**src/rtl/fence_alloc_rob.sv**
```systemverilog
module fence_alloc_rob #(
  parameter int LANES       = 4,
  parameter int ROB_DEPTH   = 16,
  parameter int SCHED_DEPTH = 8,
  parameter int RET_MAX     = 4,
  parameter int CNT_W       = 16
) (
  input  logic                                 clk,
  input  logic                                 rst_n,
  input  logic [LANES-1:0]                     uq_valid,
  input  logic [3*LANES-1:0]                   uq_kind,
  output logic [$clog2(LANES+1)-1:0]           uq_take,
  output logic [LANES-1:0]                     sch_push,
  output logic [LANES*$clog2(ROB_DEPTH)-1:0]   sch_tag,
  input  logic [$clog2(LANES+1)-1:0]           sch_credit_ret,
  input  logic                                 cmp_valid,
  input  logic [$clog2(ROB_DEPTH)-1:0]         cmp_tag,
  output logic [$clog2(RET_MAX+1)-1:0]         ret_count,
  output logic                                 stall_sched,
  output logic                                 stall_fence,
  output logic                                 stall_rob,
  output logic [CNT_W-1:0]                     sched_stall_cycles,
  output logic [CNT_W-1:0]                     fence_stall_cycles
);
  localparam int IW = $clog2(ROB_DEPTH);
  localparam int CW = $clog2(SCHED_DEPTH+1);
  localparam int TW = $clog2(LANES+1);
  localparam logic [2:0] K_FENCE = 3'd4;

  logic [IW-1:0]        head, tail;
  logic [IW:0]          count;
  logic [ROB_DEPTH-1:0] done;
  logic [CW-1:0]        credits;
  logic                 armed;
  logic [TW-1:0]        grp;
  logic [LANES-1:0]     exec_k;
  logic                 head_fence, fence_go, alloc;

  assign tail       = head + count[IW-1:0];
  assign head_fence = uq_valid[0] && (uq_kind[2:0] == K_FENCE);
  assign fence_go   = head_fence && (count == '0) && armed;

  always_comb begin
    logic run;
    run = 1'b1;
    grp = '0;
    for (int k = 0; k < LANES; k++) begin
      exec_k[k] = uq_kind[3*k +: 3] < 3'd3;
      if (run && uq_valid[k] && (uq_kind[3*k +: 3] != K_FENCE)) grp = grp + TW'(1);
      else run = 1'b0;
    end
  end

  always_comb begin
    logic run;
    run = 1'b1;
    ret_count = '0;
    for (int i = 0; i < RET_MAX; i++) begin
      if (run && ((IW+1)'(i) < count) && done[head + IW'(i)])
        ret_count = ret_count + $bits(ret_count)'(1);
      else run = 1'b0;
    end
  end

  assign stall_fence = head_fence && !fence_go;
  assign stall_sched = !head_fence && (grp != '0) && (credits < CW'(LANES));
  assign stall_rob   = !head_fence && (grp != '0) && !stall_sched &&
                       (((IW+1)'(ROB_DEPTH) - count) < (IW+1)'(grp));
  assign alloc       = !head_fence && (grp != '0) && !stall_sched && !stall_rob;
  assign uq_take     = fence_go ? TW'(1) : (alloc ? grp : '0);

  for (genvar k = 0; k < LANES; k++) begin : g_lane
    assign sch_push[k]           = alloc && (TW'(k) < grp) && exec_k[k];
    assign sch_tag[k*IW +: IW]   = tail + IW'(k);
  end

  always_ff @(posedge clk) begin
    if (!rst_n) begin
      head               <= '0;
      count              <= '0;
      done               <= '0;
      credits            <= CW'(SCHED_DEPTH);
      armed              <= 1'b1;
      sched_stall_cycles <= '0;
      fence_stall_cycles <= '0;
    end else begin
      head    <= head + IW'(ret_count);
      count   <= count + (alloc ? (IW+1)'(grp) : '0) - (IW+1)'(ret_count);
      credits <= credits - CW'($countones(sch_push)) + CW'(sch_credit_ret);
      armed   <= (count == '0);
      if (stall_sched) sched_stall_cycles <= sched_stall_cycles + CNT_W'(1);
      if (stall_fence) fence_stall_cycles <= fence_stall_cycles + CNT_W'(1);
      if (cmp_valid) done[cmp_tag] <= 1'b1;
      for (int k = 0; k < LANES; k++)
        if (alloc && (TW'(k) < grp)) done[tail + IW'(k)] <= !exec_k[k];
    end
  end
endmodule

```
**config.mk**
```make
export PLATFORM = sky130hd
export DESIGN_NAME = fence_alloc_rob
export DESIGN_NICKNAME = d
export VERILOG_FILES = /design/src/rtl/fence_alloc_rob.sv
export SDC_FILE = /design/constraint.sdc
export NUM_CORES = 1
export LEC_CHECK = 0
export BUFFER_PORTS_ARGS = -buffer_cell sky130_fd_sc_hd__buf_4
export CAP_MARGIN = 10
export CORE_ASPECT_RATIO = 1.25
export CORE_MARGIN = 2
export CORE_UTILIZATION = 59
export DETAILED_ROUTE_END_ITERATION = 7
export GPL_TIMING_DRIVEN = 0
export PLACE_DENSITY = 0.89
export SYNTH_ARGS = -nofsm -noshare
export SYNTH_HDL_FRONTEND = slang
export SYNTH_SLANG_ARGS = --single-unit
```
**constraint.sdc**
```tcl
create_clock -name clk -period 9.25 [get_ports clk]
set_input_delay 0.4625 -clock clk [delete_from_list [all_inputs] [get_ports clk]]
set_output_delay 0.4625 -clock clk [all_outputs]
set_load 0.02 [all_outputs]
```
# Yosys cells after proc, flatten, opt, wreduce, memory -nomap -nowiden
# Index checks and enable logic that the tools add are counted.
# classes
add_sub_neg	24
n_lt_le_gt_ge	28
n_eq_ne	5
n_mux	48
bitwise_logic	1
reduce_logical	46
# op_table
cell	count
$mux W16	9
$bwmux W16	4
$lt A4 B5 Y1 const B	9
$logic_and A1 B1 Y1	36
$add A16 B1 Y16 const B	2
$mux W3	8
$demux W1 S4	5
$ge A4 B1 Y1 const B	5
$mux W1	17
$add A4 B2 Y4 const B	4
$bmux W1 S4	4
$or A16 B16 Y16	1
$add A3 B1 Y3 const B	5
$lt A3 B2 Y1 const B	4
$ne A3 B3 Y1 const B	4
$lt A1 B5 Y1 const A	2
$lt A2 B5 Y1 const A	2
$add A4 B1 Y4 const B	2
$add A4 B3 Y4	2
$logic_not A1 Y1	8
$lt A1 B3 Y1 const A	2
$lt A2 B3 Y1 const A	2
$add A5 B3 Y5	1
$logic_not A5 Y1	1
other kinds (12)	13
# totals
reg_bits	62
inputBits	26

# Longest topological paths before layout
# depth
word_depth	31
depth_mapped	31

# Worst setup path before layout
# Ideal clock, no wire load.
# synth_path
path_type	input to register
startpoint	in uq_kind[1]
endpoint	reg credits[3]
setup_ps	124
t_arrival_ps	6434
required_ps	9126
setup_slack_ps	2691
path_stages	29
n_path_buf	4
path_cell_list	nor2_1 a21boi_0 nand3_1 inv_1 ha_1 clkbuf_1 xor2_1 ha_1 and3b_1 a211o_1 nand2_1 ha_1 nand2_1 nor3_1 o21ai_4 buf_6 buf_4 buf_6 or3_1 fa_1 inv_1 fa_1 fa_1 inv_1 ha_1 a21o_1 a21oi_1 xnor2_1 nand2_1
# synth_between
elab_chain_len	26
word_cells_on_any_way	48
# synth_rtl
element	line_no	source
start: declaration	11	input logic [3*LANES-1:0] uq_kind,
parallel branches: the longest is 23 deep, another holds $lt A5 B3 Y1	n/a	
$add A2 B2 Y3 (implied by the code) *	89	credits <= credits - CW'($countones(sch_push)) + CW'(sch_credit_ret);
$sub A4 B3 Y4 *	89	
$add A4 B3 Y4 *	89	
end signal: assignment	82	credits <= CW'(SCHED_DEPTH);
end signal: assignment	89	
end: declaration	33	logic [CW-1:0] credits;
# Every way passes the cells marked *.
# A chain may end at the register's enable or synchronous reset.

# Worst setup path in the final report
# layout_path
startpoint	in uq_kind[0]
endpoint	reg credits[3]
# Same word-level chain as after synthesis.

==> impl_metrics.ini <==
[synthesis]
yosys.cell_count.top_type = dfxtp_1
async_flop_share_pct = 0
ys_seq_area_share_pct = 21.1
yosys-top-cells-count = dfxtp_1 (62), nor2_1 (57), nand2_1 (55), inv_1 (52), ha_1 (40)
synthCells = 706
ys_seq_elements = 62
synth_top_area_cell = dfxtp_1
synth_top_area_share_pct = 21.1
ys_warn_count = 0
ys_top_cells_by_area = dfxtp_1 (21%), ha_1 (8.5%), mux4_2 (5.8%)
synth_edf_count = 0
netlist_area_sq_um = 5870
ys.flop_type = dfxtp_1
syn_nets = 783
synth_cell_types = 78
syn_area_per_cell_sq_um = 8.31

[placement]
pre_cts_slack_ns = 1.38
dp_hpwl_um = 15300
place.gp.congestion = 1.02
io_buffers = 84
placed_area_sq_um = 6660
dpl.cell_count = 916

[routing]
dr_wl_met2_um = 9650
routed_wl_um = 20300
drc = 0
wl_met1_um = 7630
drt-pass1-iter-count = 6
drtIter0Drc = 819
highest_layer = met4
ant_nets = 0
drt-vias-per-instance = 6.75
wire_per_inst_um = 21.7
wl_met3_um = 1800
vias = 6294

[timing]
worst_pin_slew_ns = 0.889
maxSlewViolCount = 0
setup_tns_ns = 0
finalHoldViolCount = 0
rsz0062_at_grt = no
fin_crit_sh_pct = 82.3
fin_crit_ns = 7.61
fmax_mhz = 131
setup_viol = 0
slew_headroom_pct = 40.3
setup_slack_ns = 1.64
skew_ns = 0.00579

[global_routing]
grt_max_degree = 14
antenna_found_initial = 0
grt_pass1_wl_um = 31100
grt_pass1_vias = 6024
overflow = 0
track_usage_pct = 37.1

[setup_path]
end_kind = flip-flop
slowest_stage = o31ai_1
cp_slowest_stage_delay_ns = 0.63
cp.arrival_ns = 7.81
cp.required_ns = 9.45
critPathTopFamily = adder cells
start_kind = primary input
path_max_fanout = 10
critPathBufInv = 8
path_class = primary input to flip-flop

[layout]
syn2layout_area_growth_pct = 19.0
nets = 878
diodes = 0
layout.cells.non_filler = 932
drive_gt1_share_pct = 18.2
final_core_util_pct = 72.3
finalInstanceArea_sq_um = 6990
n_fill_cell = 715
multi_input_area_sq_um = 4230
register_area_sq_um = 1240

[clock_tree]
cts_sinks = 62
cts_root_buf = clkbuf_16
post_cts_buffers = 0
clkSlewWorstSetupHoldPaths_ns = 0.06
htree_levels = 3
cts_tree = done
ctsHoldBuffers = 0
cts_buffers = 9
clk_path_buf_depth = 2
cts_resized = 0
insertion_delay_ns = 0.34

[floorplanning]
dieArea_sq_um = 10800
die_h_um = 116
start_util_pct = 60.8
fp.dieW_um = 93.2
core-area_sq_um = 9660
io-pin-count = 87
num_rows = 40

[outcome]
outcome = finished, final reports clean

[power_and_ir_drop]
irDropWorstVdd_mv = 0.188
power_leakage_nw = 2.83
power_density_nw_per_um2 = 274

[min_path]
hold_path.class = flip-flop to flip-flop

[job]
maxCapViolCount = 0
-- path summary, 6_finish.rpt --
path / startpoint / end / slack (ns) / depth (start not counted)
worst min register to register: fence_stall_cycles[5] / fence_stall_cycles[5] / 0.50 / 2
worst min-delay path: fence_stall_cycles[5] / fence_stall_cycles[5] / 0.50 / 2
worst max register to register: count[1] / credits[3] / 3.59 / 22
worst max-delay path: uq_kind[0] / credits[3] / 1.64 / 30
-- metal layers --
metal	track usage, %	vias up
met3	6.89	111
met2	63.3	425
li1	-	2811
met5	0	-
met1	44.3	2947
met4	20.0	0
-- where the power goes --
group | switching (mW) | internal, mW | total (mW) | leakage [nW]
combinational | 0.770 | 0.427 | 1.20 | 2.16
sequential | 0.0400 | 0.300 | 0.340 | 0.503
clock | 0.139 | 0.240 | 0.379 | 0.161
-- state kept, by name, summed over array words and instances, names as in the netlist --
name / count
done: 16
fence_stall_cycles: 16
sched_stall_cycles: 16
count: 5
credits: 4
head: 4
armed: 1
-- layout by cell type (no fill, tap or decap), drive strengths merged, types with 5 or more instances in the layout --
master,count
a211o,5
a211oi,14
a21o,10
a21oi,39
a221o,8
a31oi,11
and2,9
and3,10
buf,97
clkbuf,35
dfxtp,62
fa,11
ha,40
inv,56
mux2i,9
mux4,15
nand2,55
nand2b,5
nand3,23
nand4,16
nor2,59
nor3,18
nor4,22
o21ai,12
o22ai,5
o31a,6
o31ai,5
o41ai,6
or3,19
or4,10
xnor2,22
xor2,27
-- area by class of cell --
class | instances | share of cell area [%]
Sequential cell | 62 | 17.8
Multi-Input combinational cell | 551 | 60.6
Clock buffer | 9 | 3.22
Buffer | 39 | 2.74
Timing Repair Buffer | 84 | 9.03
Tap cell | 126 | 2.26
Clock inverter | 7 | 1.49
Inverter | 54 | 2.90
-- tightest hold or removal path: cells and delay by family (launching register included) --
family / cells / cell delay [ns]
AO/OA/AOI/OAI: 2 / 0.13
flip-flops: 1 / 0.32
-- through the flow --
step / hold WS (ns) / power, mW
final: 0.504 / 1.92
after global routing: 0.540 / 2.01
after CTS: 0.503 / 1.88
after detailed placement: 0.496 / 1.50
after global placement: 0.474 / 1.46
after floorplan: 0.558 / 1.13
-- kinds of logic after synthesis --
kind of cell / after synthesis / synth area share [%]
buffers and inverters: 93 / 6.71
DFF: 62 / 21.1
muxes: 25 / 7.48
xor gates and xnor gates: 51 / 8.10
and+or+nand+nor: 269 / 24.6
adders and majority gates: 51 / 12.3
AOI/OAI and AO/OA: 155 / 19.6
No activity file was read; power rests on OpenSTA's default activity.
